[config.mk]
export PLATFORM = sky130hd
export DESIGN_NAME = eoc_responder
export DESIGN_NICKNAME = d
export VERILOG_FILES = /design/src/rtl/eoc_pkg.sv /design/src/rtl/eoc_rx_filter.sv /design/src/rtl/eoc_auto_resp.sv /design/src/rtl/eoc_regs.sv /design/src/rtl/eoc_responder.sv
export SDC_FILE = /design/constraint.sdc
export NUM_CORES = 1
export LEC_CHECK = 0
export BUFFER_PORTS_ARGS = -buffer_cell sky130_fd_sc_hd__buf_2
export CAP_MARGIN = 10
export CORE_AREA = 3 3 91 93
export CTS_BUF_LIST = sky130_fd_sc_hd__clkbuf_16
export CTS_CLUSTER_SIZE = 40
export DETAILED_ROUTE_END_ITERATION = 6
export DIE_AREA = 0 0 94 96
export GPL_TIMING_DRIVEN = 0
export PLACE_DENSITY = 0.49
export SYNTH_ARGS = -nofsm -noshare
export SYNTH_HDL_FRONTEND = slang
export SYNTH_HIERARCHICAL = 1
export SYNTH_SLANG_ARGS = --single-unit
export TNS_END_PERCENT = 30
[constraint.sdc]
create_clock -name clk -period 1.6 [get_ports clk]
set_clock_uncertainty 0.1 [all_clocks]
set_input_delay 0.08 -clock clk [delete_from_list [all_inputs] [get_ports clk]]
set_output_delay 0.08 -clock clk [all_outputs]
set_load 0.005 [all_outputs]
[src/rtl/eoc_pkg.sv]
package eoc_pkg;
  localparam int MSG_W  = 8;
  localparam int NIB_W  = MSG_W / 2;
  localparam int ADDR_W = 3;
  localparam int CTL_W  = 4;

  localparam logic [MSG_W-1:0] C_LOOP_ALL = 8'h50;
  localparam logic [MSG_W-1:0] C_LOOP_B1  = 8'h51;
  localparam logic [MSG_W-1:0] C_LOOP_B2  = 8'h52;
  localparam logic [MSG_W-1:0] C_CRC_REQ  = 8'h53;
  localparam logic [MSG_W-1:0] C_CRC_NOTE = 8'h54;
  localparam logic [MSG_W-1:0] C_NORMAL   = 8'hFF;
  localparam logic [MSG_W-1:0] C_HOLD     = 8'h00;
  localparam logic [MSG_W-1:0] C_NOCOMPLY = 8'hAA;

  localparam logic [ADDR_W-1:0] A_CTRL = 3'd0;
  localparam logic [ADDR_W-1:0] A_STAT = 3'd1;
  localparam logic [ADDR_W-1:0] A_SUM  = 3'd2;
  localparam logic [ADDR_W-1:0] A_RXH  = 3'd3;
  localparam logic [ADDR_W-1:0] A_RXL  = 3'd4;
  localparam logic [ADDR_W-1:0] A_TXH  = 3'd5;
  localparam logic [ADDR_W-1:0] A_TXL  = 3'd6;

  // control vector bit positions
  localparam int K_B1  = 0;
  localparam int K_B2  = 1;
  localparam int K_D   = 2;
  localparam int K_CRC = 3;
endpackage

[src/rtl/eoc_rx_filter.sv]
module eoc_rx_filter
  import eoc_pkg::*;
(
  input  logic             clk,
  input  logic             rst_n,
  input  logic             rx_valid,
  input  logic [MSG_W-1:0] rx_msg,
  output logic [MSG_W-1:0] acc_msg,
  output logic             acc_chg
);
  logic [MSG_W-1:0] raw_q, raw_d, acc_q, acc_d;
  logic             chg_q, chg_d;

  always_comb begin
    raw_d = raw_q;
    acc_d = acc_q;
    chg_d = 1'b0;
    if (rx_valid) begin
      raw_d = rx_msg;
      if ((rx_msg == raw_q) && (rx_msg != acc_q)) begin
        acc_d = rx_msg;
        chg_d = 1'b1;
      end
    end
  end

  always_ff @(posedge clk or negedge rst_n) begin
    if (!rst_n) begin
      raw_q <= C_NORMAL;
      acc_q <= C_NORMAL;
      chg_q <= 1'b0;
    end else begin
      raw_q <= raw_d;
      acc_q <= acc_d;
      chg_q <= chg_d;
    end
  end

  assign acc_msg = acc_q;
  assign acc_chg = chg_q;


  chg_needs_frame_chk: assert property (@(posedge clk) disable iff (!rst_n)
    acc_chg |-> $past(rx_valid));

  chg_is_new_chk: assert property (@(posedge clk) disable iff (!rst_n)
    acc_chg |-> (acc_msg != $past(acc_msg)));
endmodule

[src/rtl/eoc_auto_resp.sv]
module eoc_auto_resp
  import eoc_pkg::*;
(
  input  logic             clk,
  input  logic             rst_n,
  input  logic             auto_en,
  input  logic             acc_chg,
  input  logic [MSG_W-1:0] acc_msg,
  output logic [CTL_W-1:0] ctl,
  output logic [MSG_W-1:0] tx_auto
);
  logic [CTL_W-1:0] ctl_q, ctl_d;
  logic [MSG_W-1:0] tx_q, tx_d;
  logic             upd_en;

  assign upd_en = auto_en && acc_chg;

  always_comb begin
    ctl_d = ctl_q;
    tx_d  = tx_q;
    if (upd_en) begin
      unique case (acc_msg)
        C_LOOP_ALL: begin
          ctl_d[K_B1] = 1'b1; ctl_d[K_B2] = 1'b1; ctl_d[K_D] = 1'b1;
          tx_d = acc_msg;
        end
        C_LOOP_B1: begin
          ctl_d[K_B1] = 1'b1; ctl_d[K_B2] = 1'b0; ctl_d[K_D] = 1'b0;
          tx_d = acc_msg;
        end
        C_LOOP_B2: begin
          ctl_d[K_B1] = 1'b0; ctl_d[K_B2] = 1'b1; ctl_d[K_D] = 1'b0;
          tx_d = acc_msg;
        end
        C_CRC_REQ: begin
          ctl_d[K_CRC] = 1'b1;
          tx_d = acc_msg;
        end
        C_CRC_NOTE: tx_d = acc_msg;
        C_NORMAL: begin
          ctl_d = '0;
          tx_d  = C_NORMAL;
        end
        C_HOLD: ;
        default: tx_d = C_NOCOMPLY;
      endcase
    end
  end

  always_ff @(posedge clk or negedge rst_n) begin
    if (!rst_n) begin
      ctl_q <= '0;
      tx_q  <= C_NORMAL;
    end else if (upd_en) begin
      ctl_q <= ctl_d;
      tx_q  <= tx_d;
    end
  end

  assign ctl     = ctl_q;
  assign tx_auto = tx_q;


  normal_clears_chk: assert property (@(posedge clk) disable iff (!rst_n)
    (upd_en && acc_msg == C_NORMAL) |=> (ctl == '0));

  hold_stable_chk: assert property (@(posedge clk) disable iff (!rst_n)
    (upd_en && acc_msg == C_HOLD) |=> ($stable(ctl) && $stable(tx_auto)));

  manual_keeps_ctl_chk: assert property (@(posedge clk) disable iff (!rst_n)
    (!auto_en) |=> $stable(ctl));
endmodule

[src/rtl/eoc_regs.sv]
module eoc_regs
  import eoc_pkg::*;
(
  input  logic              clk,
  input  logic              rst_n,
  input  logic              reg_wr,
  input  logic [ADDR_W-1:0] reg_addr,
  input  logic [MSG_W-1:0]  reg_wdata,
  output logic [MSG_W-1:0]  reg_rdata,
  input  logic              acc_chg,
  input  logic [MSG_W-1:0]  acc_msg,
  output logic              auto_en,
  output logic [MSG_W-1:0]  man_tx,
  output logic              irq
);
  logic [1:0]       ctrl_q, ctrl_d;
  logic             stk_q, stk_d;
  logic [NIB_W-1:0] txh_q, txh_d, txl_q, txl_d;
  logic             wr_ctrl, wr_stat, wr_txh, wr_txl;
  logic             irq_sum;

  assign wr_ctrl = reg_wr && (reg_addr == A_CTRL);
  assign wr_stat = reg_wr && (reg_addr == A_STAT);
  assign wr_txh  = reg_wr && (reg_addr == A_TXH);
  assign wr_txl  = reg_wr && (reg_addr == A_TXL);

  always_comb begin
    ctrl_d = ctrl_q;
    txh_d  = txh_q;
    txl_d  = txl_q;
    stk_d  = stk_q;
    if (wr_ctrl) ctrl_d = reg_wdata[1:0];
    if (wr_txh)  txh_d  = reg_wdata[NIB_W-1:0];
    if (wr_txl)  txl_d  = reg_wdata[NIB_W-1:0];
    if (wr_stat && reg_wdata[0]) stk_d = 1'b0;
    if (acc_chg) stk_d = 1'b1;
  end

  always_ff @(posedge clk or negedge rst_n) begin
    if (!rst_n) begin
      ctrl_q <= 2'b11;
      stk_q  <= 1'b0;
      txh_q  <= '1;
      txl_q  <= '1;
    end else begin
      ctrl_q <= ctrl_d;
      stk_q  <= stk_d;
      txh_q  <= txh_d;
      txl_q  <= txl_d;
    end
  end

  assign irq_sum = stk_q && !ctrl_q[1];
  assign irq     = irq_sum;
  assign auto_en = ctrl_q[0];
  assign man_tx  = {txh_q, txl_q};

  always_comb begin
    reg_rdata = '0;
    unique case (reg_addr)
      A_CTRL: reg_rdata = {6'b0, ctrl_q};
      A_STAT: reg_rdata = {7'b0, stk_q};
      A_SUM:  reg_rdata = {7'b0, irq_sum};
      A_RXH:  reg_rdata = {{NIB_W{1'b0}}, acc_msg[MSG_W-1:NIB_W]};
      A_RXL:  reg_rdata = {{NIB_W{1'b0}}, acc_msg[NIB_W-1:0]};
      A_TXH:  reg_rdata = {{NIB_W{1'b0}}, txh_q};
      A_TXL:  reg_rdata = {{NIB_W{1'b0}}, txl_q};
      default: reg_rdata = '0;
    endcase
  end


  set_wins_chk: assert property (@(posedge clk) disable iff (!rst_n)
    acc_chg |=> irq_sum || ctrl_q[1]);

  w1c_clears_chk: assert property (@(posedge clk) disable iff (!rst_n)
    (wr_stat && reg_wdata[0] && !acc_chg) |=> !irq);
endmodule

[src/rtl/eoc_responder.sv]
module eoc_responder
  import eoc_pkg::*;
(
  input  logic              clk,
  input  logic              rst_n,
  input  logic              rx_valid,
  input  logic [MSG_W-1:0]  rx_msg,
  output logic [MSG_W-1:0]  tx_msg,
  output logic              loop_b1,
  output logic              loop_b2,
  output logic              loop_d,
  output logic              crc_corrupt,
  input  logic              reg_wr,
  input  logic [ADDR_W-1:0] reg_addr,
  input  logic [MSG_W-1:0]  reg_wdata,
  output logic [MSG_W-1:0]  reg_rdata,
  output logic              irq
);
  logic [1:0]       rst_sync_q;
  logic             rst_int_n;
  logic [MSG_W-1:0] acc_msg, tx_auto, man_tx;
  logic             acc_chg, auto_en;
  logic [CTL_W-1:0] ctl;

  always_ff @(posedge clk or negedge rst_n) begin
    if (!rst_n) rst_sync_q <= 2'b00;
    else        rst_sync_q <= {rst_sync_q[0], 1'b1};
  end
  assign rst_int_n = rst_sync_q[1];

  eoc_rx_filter i_filter (
    .clk(clk), .rst_n(rst_int_n), .rx_valid(rx_valid), .rx_msg(rx_msg),
    .acc_msg(acc_msg), .acc_chg(acc_chg));

  eoc_auto_resp i_auto (
    .clk(clk), .rst_n(rst_int_n), .auto_en(auto_en), .acc_chg(acc_chg),
    .acc_msg(acc_msg), .ctl(ctl), .tx_auto(tx_auto));

  eoc_regs i_regs (
    .clk(clk), .rst_n(rst_int_n), .reg_wr(reg_wr), .reg_addr(reg_addr),
    .reg_wdata(reg_wdata), .reg_rdata(reg_rdata), .acc_chg(acc_chg),
    .acc_msg(acc_msg), .auto_en(auto_en), .man_tx(man_tx), .irq(irq));

  assign tx_msg      = auto_en ? tx_auto : man_tx;
  assign loop_b1     = ctl[K_B1];
  assign loop_b2     = ctl[K_B2];
  assign loop_d      = ctl[K_D];
  assign crc_corrupt = ctl[K_CRC];


  manual_tx_chk: assert property (@(posedge clk) disable iff (!rst_int_n)
    (!auto_en && $stable(man_tx) && $past(!auto_en)) |-> $stable(tx_msg));
endmodule

==> results.ini, run 1 <==
[run_status]
outcome = finished with violations
violations = negative setup slack

[setup_path]
path_cells = xnor2_2, nand4_1, o2111ai_4, buf_12, mux2_2
arrival_ns = 1.92
cpLargestDelayFamily = flip-flops
worstSetupStartpointType = register
cpPeakStageDelay_ns = 0.59
timing.critical_path.required_ns = 1.70
critPathKind = register to register
worstPathMaxFanout = 8
endpoint_kind = register
path_buf_inv = 1
cp_slowest_cell = dfstp_2

[cells_and_area]
mostFrequentLayoutCells = dfstp_2 (34), buf_2 (25), mux2_2 (23), buf_4 (18), mux2_4 (12)
antenna_cells = 0
layout_commonest_cell = dfstp_2
syn2layout_area_growth_pct = 33.4
layout-drive-gt1-share_pct = 62.8
nets = 275

[grt]
gr-usage-all-layers_pct = 11.5
grt_max_degree = 41
grt_antenna_before_repair = 0
grt_first_pass_wirelength_microns = 8100
first_global_vias = 1649
grt_overflow = 0

[clock_tree]
htreeDepth = 2
clock_sinks = 42
cts_tree = done
cts_inserted_buffers = 5
clkSlewWorstSetupHoldPaths_ns = 0.06
cts_buffer_depth = 2
cts_root_buf = clkbuf_16
clkLatencyLatePin_ns = 0.28

[power]
ir_worst_vdd_uv = 556
p_per_area_nw_per_um2 = 997
p_total_mw = 3.11
power_leakage_nw = 1.35

[yosys]
synthSimpleGateAreaFrac_pct = 14.3
synth_top_family_by_area = multiplexers
synthDistinctLibCells = 44
ys_seq_area_share_pct = 46.8
synthMuxAreaShare_pct = 20.1
ys_warn_count = 6
synth_fa_ha_area_share_pct = 0
synth_seq_cells = 42
synth_xor_area_share_pct = 5.99
synthCells = 188
synth_compound_area_share_pct = 8.88
avgSynthCellArea_sq_um = 12.4
syn_area_sq_um = 2340

[drt]
viasPerCell = 4.63
route.antenna.remaining_nets = 0
wl_per_cell_microns = 14.1
drt-initial-drc-count = 57
drc = 0
drt_wl_total_microns = 5020
vias = 1642
first_pass_iters = 4

[timing]
setup_ws_ns = -0.219
final_hold_viol_count = 0
drv_slew = 0
tns_ns = -3.01
relSlewSlack_pct = 42.6
fin_crit_ns = 1.82
max_freq_mhz = 550
worst_pin_slew_ns = 0.862
finalCritPeriodShare_pct = 114
rsz0062_at_grt = yes
setup_viol = 32

[floorplan]
die_height_microns = 96
dieArea_sq_um = 9020
start_util_pct = 30.7
io_pins = 44
dieWidth_microns = 94
fp.coreArea_sq_um = 7610
rows = 32

[placed_design]
io_buffers = 33
hpwlAfterDp_microns = 3660
gp_congestion = 0.743

[job]
maxCapViolations = 0

[min_path]
hp-class = primary input to register

-- timing repair --
item                                    in CTS  in global routing
buffers inserted                            13                  3
endpoints found under the hold margin       10                  0
gates resized for setup                     20                  9
pin swaps                                   15                  5
hold buffers                                 5                  0
endpoints found under the setup margin      30                 33
-- cell usage after synthesis, drive strengths merged --
| library cell | n | area share (%) |
|---|---|---|
| conb | 2 | 0.32 |
| nand2 | 6 | 0.96 |
| xnor2 | 9 | 3.4 |
| dfrtp | 8 | 8.6 |
| o221ai | 1 | 0.37 |
| nor2b | 5 | 2.0 |
| o2111ai | 1 | 1.1 |
| a21oi | 5 | 1.2 |
| nand3 | 4 | 1.6 |
| nor2 | 13 | 2.1 |
| clkbuf | 1 | 0.16 |
| nor3 | 6 | 1.3 |
| o21ai | 5 | 1.1 |
| or4 | 2 | 0.80 |
| and2 | 4 | 1.1 |
| o2111a | 1 | 0.48 |
| a221oi | 1 | 0.37 |
| and2b | 2 | 0.86 |
| a22oi | 4 | 1.3 |
| o21a | 2 | 0.64 |
| inv | 3 | 0.48 |
| dfstp | 34 | 38 |
| nor4 | 1 | 0.91 |
| mux2i | 3 | 1.3 |
| xor2 | 7 | 2.6 |
| a22o | 2 | 0.75 |
| nor3b | 4 | 1.5 |
| buf | 8 | 3.0 |
| o22ai | 2 | 0.53 |
| nand4 | 3 | 0.80 |
| mux2 | 35 | 19 |
| a21o | 1 | 0.32 |
| a31oi | 1 | 0.27 |
| and3b | 1 | 0.37 |
| a32o | 1 | 0.43 |
-- layer usage --
layer  vias to the layer above  track usage (%)  part of all wire, %  wire length, microns
met3                         6             2.66                  4.6                   229
met5                         -                0                    0                     0
li1                        797                -                    -                     -
met4                         0             2.89                 0.92                    46
met2                        39             19.6                   50                  2500
met1                       800             14.9                   45                  2250
-- through the flow --
stage                     setup WS, ns  std cells  cell area [sq um]  hold slack, ns  util (%)
after floorplan                 -0.124        191               2350          -0.316         -
after global placement          -0.299        326               2650          -0.235      34.8
after detailed placement        -0.306        326               2650          -0.234      34.8
after CTS                       -0.212        352               3060         0.00139      40.2
after global routing            -0.295        355               3120          0.0191      41.0
final                           -0.219        355               3120         0.00378      41.0
-- cell type report --
cell class | count | area (sq um)
flip-flops and latches | 42 | 1090
multi-input cells | 137 | 1260
clock buffers | 5 | 125
well taps | 102 | 128
clock inverters | 3 | 12.5
plain buffers | 9 | 78.8
inverters | 3 | 11.3
repair buffers | 54 | 414
fillers | 760 | 4490
-- sequential cells by signal, summed over array words and instances, names as in the netlist --
| name | flops |
|---|---|
| rst_sync_q | 2 |
| i_regs/txh_q | 4 |
| i_filter/raw_q | 8 |
| i_auto/ctl | 4 |
| i_regs/txl_q | 4 |
| i_regs/ctrl_q | 2 |
| i_auto/tx_auto | 8 |
| i_filter/acc_chg | 1 |
| i_filter/acc_msg | 8 |
| i_regs/stk_q | 1 |
-- cells by family (layout without fill, tap and decap cells) --
family | after synthesis | in the layout
AO/OA/AOI/OAI | 27 | 27
XOR/XNOR | 16 | 16
buffers and inverters | 12 | 74
multiplexers | 38 | 38
flip-flops | 42 | 42
other | 2 | 5
AND/OR/NAND/NOR | 51 | 51
-- worst reg2reg max path, delay by kind of cell (launching register included) --
family,cells,cell delay [ns]
flip-flops,1,0.59
multiplexers,1,0.33
AO/OA/AOI/OAI,1,0.26
AND/OR/NAND/NOR,1,0.19
buffers and inverters,1,0.16
XOR/XNOR,1,0.12
-- power breakdown --
part           internal [mW]  switching (mW)  leakage (nW)  total, mW
clock                  0.563           0.372        0.0724      0.936
combinational          0.483           0.285         0.814      0.768
sequential              1.26           0.145         0.460       1.41
total                   2.31           0.803          1.35       3.11
-- worst paths after layout --
check	depth (start not counted)	from	to	slack (ns)
setup / recovery	5	i_filter/acc_msg[2]	i_filter/acc_msg[3]	-0.22
min in group asynchronous	2	rst_n	rst_sync_q[1]	0.01
hold reg to reg	0	rst_sync_q[0]	rst_sync_q[1]	0.25
hold / removal	2	rx_msg[0]	i_filter/acc_msg[0]	0.004
setup reg to reg	5	i_filter/acc_msg[2]	i_filter/acc_msg[3]	-0.22
max in group asynchronous	0	rst_sync_q[1]	i_regs/stk_q	0.57
(Power assumes the default switching activity.)
==> run 2, diff against run 1 <==
--- a/config.mk
+++ b/config.mk
@@ -7,11 +7,11 @@
 export LEC_CHECK = 0
 export BUFFER_PORTS_ARGS = -buffer_cell sky130_fd_sc_hd__buf_2
 export CAP_MARGIN = 10
-export CORE_AREA = 3 3 91 93
+export CORE_AREA = 3 3 117 74
 export CTS_BUF_LIST = sky130_fd_sc_hd__clkbuf_16
 export CTS_CLUSTER_SIZE = 40
 export DETAILED_ROUTE_END_ITERATION = 6
-export DIE_AREA = 0 0 94 96
+export DIE_AREA = 0 0 120 77
 export GPL_TIMING_DRIVEN = 0
 export PLACE_DENSITY = 0.49
 export SYNTH_ARGS = -nofsm -noshare
==> run 2 against run 1 <==
  * The flow still finishes with violations (negative setup slack)
  * Power increased by 2.4%
  * Sequential cell count is the same
  * Utilization increased by 0.49 points
  * First-iteration DRC count is 7.0% higher
  * Critical path type unchanged
  * Highest routed layer unchanged
==> results.ini, run 2 (synthesized netlist as in run 1, its figures left out) <==
[cells_and_area]
fin_util_pct = 41.5  ; +0.49 points
fillers = 747  ; -1.7%
layout_commonest_cell = dfstp_2
multi_input_area_sq_um = 1300  ; +3.3%
antenna_cells = 0  ; unchanged
layout-drive-gt1-share_pct = 64.2  ; +1.3 points
stdcell_area_sq_um = 3210  ; +2.8%
nets = 276  ; +0.36%
final_cells = 362  ; +2.0%
seqCellArea_sq_um = 1090  ; unchanged
syn2layout_area_growth_pct = 37.1
mostFrequentLayoutCells = dfstp_2 (34), buf_2 (25), mux2_4 (20), buf_4 (15), mux2_2 (15)

[clock_tree]
cts_tree = done
clkSlewWorstSetupHoldPaths_ns = 0.06  ; about the same
cts_buffer_depth = 2  ; unchanged
cts_inserted_buffers = 5  ; unchanged
clock_sinks = 42  ; unchanged
cts_root_buf = clkbuf_16
htreeDepth = 2  ; unchanged
clkLatencyLatePin_ns = 0.28  ; about the same

[timing]
final_hold_viol_count = 0  ; unchanged
max_freq_mhz = 543  ; -1.2%
relSlewSlack_pct = 62.8  ; +20 points
finalCritPeriodShare_pct = 115  ; +1.4 points
fin_crit_ns = 1.84  ; +0.0220 ns
worst_pin_slew_ns = 0.558  ; -0.304 ns
rsz0062_at_grt = yes
drv_slew = 0  ; unchanged
setup_ws_ns = -0.241  ; -0.0220 ns
setup_viol = 30  ; -6.3%

[job]
maxCapViolations = 0  ; unchanged

[drt]
drt_wl_total_microns = 5670  ; +13%
wl_per_cell_microns = 15.6  ; +11%
first_pass_iters = 4  ; unchanged
drt-initial-drc-count = 61  ; +7.0%
viasPerCell = 4.51  ; -2.6%
drc = 0  ; unchanged
vias = 1631  ; -0.67%
route.antenna.remaining_nets = 0  ; unchanged

[floorplan]
dieWidth_microns = 120  ; +28%
start_util_pct = 30.3  ; -0.47 points
io_pins = 44  ; unchanged
rows = 25  ; -22%
dieArea_sq_um = 9240  ; +2.4%
die_height_microns = 77  ; -20%
fp.coreArea_sq_um = 7730  ; +1.6%

[setup_path]
worstSetupStartpoint = i_filter/acc_msg[5]
path_cells = xnor2_2, nand4_1, o2111ai_4, buf_6, mux2_4
critPathKind = register to register
cp_slowest_cell = dfstp_2
worstSetupStartpointType = register
timing.critical_path.required_ns = 1.70  ; about the same
rr_startpoint = i_filter/acc_msg[5]
arrival_ns = 1.94  ; +0.02 ns
endpoint_kind = register
worstPathMaxFanout = 6  ; -2
cpPeakStageDelay_ns = 0.61  ; +0.02 ns

[placed_design]
dpl_cell_area_sq_um = 2680  ; +1.3%
io_buffers = 33  ; unchanged
gp_congestion = 0.744  ; +0.15%
hpwlAfterDp_microns = 4070  ; +11%
placedCellCount = 333  ; +2.1%

[run_status]
violations = negative setup slack
outcome = finished with violations

[grt]
gr-usage-all-layers_pct = 12.7  ; +1.2 points
grt_antenna_before_repair = 0  ; unchanged
first_global_vias = 1757  ; +6.5%
grt_first_pass_wirelength_microns = 9230  ; +14%
grt_max_degree = 23  ; -44%
grt_overflow = 0  ; unchanged

[power]
p_switching_mw = 0.841  ; +4.7%
p_per_area_nw_per_um2 = 993  ; -0.40%
power_leakage_nw = 1.39  ; +3.0%
swShare_pct = 26.4  ; +0.60 points
p_clk_share_pct = 29.6  ; -0.5 points
p_comb_share_pct = 26.1  ; +1.4 points
internal_power_mw = 2.34  ; +1.5%
pwr-share-seq_pct = 44.3  ; -0.9 points
ir_worst_vdd_uv = 400  ; -28%

[min_path]
hp-class = primary input to register
holdCritStartpoint = rx_msg[3]

run 2: cell count changes in the layout (fill, tap and decap cells not counted), sizes merged:
cell / previous run / this run
dlygate4sd3: 5 / 6
run 2: final cells by class:
| cell class | count | share of cell area, % |
|---|---|---|
| Tap cell | 108 | 4.21 |
| Timing Repair Buffer | 55 | 14.1 |
| Inverter | 3 | 0.351 |
| Buffer | 9 | 2.46 |
| Clock inverter | 3 | 0.390 |
| Clock buffer | 5 | 3.90 |
| Sequential cell | 42 | 34.1 |
| Multi-Input combinational cell | 137 | 40.5 |
run 2: metal layers:
metal  up-vias  track usage [%]  part of all wire [%]
li1        792                -                     -
met1       814             19.3                    55
met2        23             17.8                    41
met3         2             3.39                   3.6
met4         0             2.97                  0.39
met5         -                0                     0
run 2: path summary, 6_finish.rpt:
| check | slack [ns] | cells after the start | to |
|---|---|---|---|
| setup / recovery | -0.24 | 5 | i_filter/acc_msg[0] |
| hold / removal | 0.01 | 2 | i_filter/acc_msg[3] |
| setup reg to reg | -0.24 | 5 | i_filter/acc_msg[0] |
| hold reg to reg | 0.25 | 0 | rst_sync_q[1] |
| max in group asynchronous | 0.73 | 3 | rst_sync_q[1] |
| min in group asynchronous | 0.43 | 0 | i_auto/tx_auto[1] |
run 2: what timing repair did:
item / CTS / global route
gates resized for setup: 33 / 12
setup buffers: 10 / 4
setup endpoints to repair: 30 / 32
gates cloned: 1 / 0
pin swaps: 14 / 5
hold buffers: 6 / 0
hold endpoints to repair: 10 / 0
run 2: metrics by stage:
step           power, mW  TNS [ns]  hold slack (ns)  setup WS, ns
2_1_floorplan       1.81     -1.35           -0.316        -0.124
3_3_place_gp        2.03     -6.34           -0.234        -0.343
3_5_place_dp        2.04     -4.51           -0.234        -0.346
4_1_cts             3.18     -3.93          0.00506        -0.210
5_1_grt             3.36     -6.03           0.0181        -0.324
6_report            3.18     -3.96           0.0139        -0.241
run 2: power groups by stage:
stage,Sequential [mW],Combinational [mW],Clock [mW]
2_1_floorplan,1.37,0.444,0
3_3_place_gp,1.44,0.584,0
3_5_place_dp,1.43,0.608,0
4_1_cts,1.41,0.789,0.977
5_1_grt,1.43,0.899,1.03
6_report,1.41,0.831,0.942
run 2: critical path, delay by kind of cell (launching register included):
family                    cells  cell delay [ns]
muxes                         1             0.30
buffers and inverters         1             0.16
xor gates and xnor gates      1             0.13
AOI/OAI and AO/OA             1             0.27
and+or+nand+nor               1             0.19
DFF                           1             0.61
==> run 3, diff against run 2 <==
--- a/config.mk
+++ b/config.mk
@@ -7,13 +7,13 @@
 export LEC_CHECK = 0
 export BUFFER_PORTS_ARGS = -buffer_cell sky130_fd_sc_hd__buf_2
 export CAP_MARGIN = 10
-export CORE_AREA = 3 3 117 74
+export CORE_AREA = 3 3 110 70
 export CTS_BUF_LIST = sky130_fd_sc_hd__clkbuf_16
 export CTS_CLUSTER_SIZE = 40
 export DETAILED_ROUTE_END_ITERATION = 6
-export DIE_AREA = 0 0 120 77
+export DIE_AREA = 0 0 113 73
 export GPL_TIMING_DRIVEN = 0
-export PLACE_DENSITY = 0.49
+export PLACE_DENSITY = 0.54
 export SYNTH_ARGS = -nofsm -noshare
 export SYNTH_HDL_FRONTEND = slang
 export SYNTH_HIERARCHICAL = 1
==> run 3 against run 2 <==
  * The flow still finishes with violations (negative setup slack)
  * Sequential cell count unchanged
  * First-iteration DRC count increased by 21%
  * Clock power about the same
  * Power increased by 0.19%
  * Via count increased by 3.7%
==> results.ini, run 3 (synthesized netlist as in run 1, its figures left out) <==
[floorplan]
start_util_pct = 35.0  ; +4.8 points
dieWidth_microns = 113  ; -5.8%
rows = 23  ; -8.0%
fp.coreArea_sq_um = 6680  ; -14%
die_height_microns = 73  ; -5.2%
io_pins = 44  ; unchanged
dieArea_sq_um = 8250  ; -11%

[drt]
viasPerCell = 4.90  ; +8.8%
wl_per_cell_microns = 16.3  ; +4.0%
first_pass_iters = 4  ; unchanged
vias = 1691  ; +3.7%
drt_wl_total_microns = 5620  ; -0.86%
drc = 0  ; unchanged
route.antenna.remaining_nets = 0  ; unchanged
drt-initial-drc-count = 74  ; +21%

[clock_tree]
cts_tree = done
clock_sinks = 42  ; unchanged
cts_buffer_depth = 2  ; unchanged
cts_root_buf = clkbuf_16
clkLatencyLatePin_ns = 0.28  ; about the same
cts_inserted_buffers = 5  ; unchanged
htreeDepth = 2  ; unchanged
clkSlewWorstSetupHoldPaths_ns = 0.06  ; about the same

[setup_path]
cpLargestDelayFamily = flip-flops
endpoint_kind = register
rr_startpoint = i_filter/acc_msg[7]
worstPathMaxFanout = 6  ; unchanged
cp_slowest_cell = dfstp_2
path_buf_inv = 1  ; unchanged
r2r_slack_ns = -0.22  ; +0.02 ns
critPathKind = register to register
path_cells = xnor2_2, nand4_1, o2111ai_4, buf_6, mux2_4
cp_num_cells = 5  ; unchanged
r2r-end = i_filter/acc_msg[3]
r2r_cells = 5  ; unchanged
cpPeakStageDelay_ns = 0.60  ; about the same
worstSetupStartpointType = register
arrival_ns = 1.92  ; -0.02 ns
timing.critical_path.required_ns = 1.70  ; about the same

[min_path]
hold_path_depth = 2  ; unchanged
hp-class = primary input to register
holdCritStartpoint = rx_msg[0]
min_to = i_filter/acc_msg[0]

[power]
p_total_mw = 3.19  ; +0.19%
ir_worst_vdd_uv = 458  ; +15%
power_leakage_nw = 1.41  ; +1.3%
p_per_area_nw_per_um2 = 993  ; about the same

[placed_design]
placedCellCount = 311  ; -6.6%
io_buffers = 33  ; unchanged
gp_congestion = 0.794  ; +6.8%
post-place-ws_ns = -0.348  ; -0.00170 ns
hpwlAfterDp_microns = 3800  ; -6.6%
dpl_cell_area_sq_um = 2630  ; -2.0%

[timing]
drv_slew = 0  ; unchanged
worst_pin_slew_ns = 0.906  ; +0.348 ns
fin_crit_ns = 1.82  ; -0.0199 ns
relSlewSlack_pct = 39.6  ; -23 points
finalCritPeriodShare_pct = 114  ; -1.2 points
hold_slack_ns = 0.00926  ; -0.00459 ns
final_hold_viol_count = 0  ; unchanged
setup_viol = 30  ; unchanged
tns_ns = -3.71  ; +0.254 ns
max_freq_mhz = 549  ; +1.1%
setup_ws_ns = -0.222  ; +0.0199 ns
rsz0062_at_grt = yes

[grt]
first_global_vias = 1670  ; -5.0%
grt_first_pass_wirelength_microns = 9010  ; -2.4%
grt_antenna_before_repair = 0  ; unchanged
grt_overflow = 0  ; unchanged
gr-usage-all-layers_pct = 14.0  ; +1.3 points
grt_max_degree = 41  ; +78%

[cells_and_area]
nets = 281  ; +1.8%
syn2layout_area_growth_pct = 37.3
layout-drive-gt1-share_pct = 65.5  ; +1.3 points
fin_util_pct = 48.1  ; +6.6 points
layout_commonest_cell = dfstp_2
seqCellArea_sq_um = 1090  ; unchanged
stdcell_area_sq_um = 3210  ; +0.16%
final_cells = 345  ; -4.7%
multi_input_area_sq_um = 1320  ; +1.4%
mostFrequentLayoutCells = dfstp_2 (34), buf_2 (25), buf_4 (21), mux2_4 (20), mux2_2 (15)
fillers = 624  ; -16%
antenna_cells = 0  ; unchanged

[run_status]
violations = negative setup slack
outcome = finished with violations

[job]
maxCapViolations = 0  ; unchanged

[run 3: cell type report]
| type | instances | area share, % |
|---|---|---|
| well taps | 87 | 3.39 |
| inverters | 3 | 0.351 |
| clock buffers | 5 | 3.90 |
| clock inverters | 2 | 0.234 |
| repair buffers | 60 | 14.6 |
| flip-flops and latches | 42 | 34.1 |
| plain buffers | 9 | 2.45 |
| multi-input cells | 137 | 40.9 |
[run 3: worst max-delay path by stage]
stage / startpoint / to / slack [ns]
after CTS: i_filter/acc_msg[0] / i_auto/tx_auto[4] / -0.20
after detailed placement: i_filter/acc_msg[0] / i_filter/acc_msg[3] / -0.35
after global routing: i_filter/acc_msg[7] / i_filter/acc_msg[7] / -0.29
after global placement: i_filter/acc_msg[0] / i_filter/acc_msg[7] / -0.34
final: i_filter/acc_msg[7] / i_filter/acc_msg[3] / -0.22
after floorplan: i_filter/acc_msg[0] / i_filter/acc_msg[0] / -0.12
[run 3: routing by layer]
layer | vias up | wire length (microns) | GRT usage [%]
li1 | 804 | - | -
met2 | 37 | 2410 | 20.1
met1 | 848 | 2870 | 21.7
met4 | 0 | 24 | 2.80
met5 | - | 0 | 0
met3 | 2 | 315 | 2.98
[run 3: worst register-to-register path, stage by stage, from the launching register on]
cell       delay [ns]
dfstp_2          0.60
xnor2_2          0.13
nand4_1          0.17
o2111ai_4        0.27
buf_6            0.17
mux2_4           0.31
[run 3: repair_timing]
item,CTS,global route
hold buffers,5,0
hold endpoints to repair,9,0
pin swaps,13,10
gates cloned,1,0
setup buffers,15,6
endpoints found under the setup margin,30,30
resized for setup,25,22
[run 3: where the power goes]
| part | total, mW | internal, mW | leakage, nW | switching, mW |
|---|---|---|---|---|
| logic | 0.842 | 0.527 | 0.878 | 0.315 |
| registers | 1.41 | 1.26 | 0.460 | 0.146 |
| clock network | 0.941 | 0.558 | 0.0685 | 0.383 |
| total | 3.19 | 2.35 | 1.41 | 0.844 |
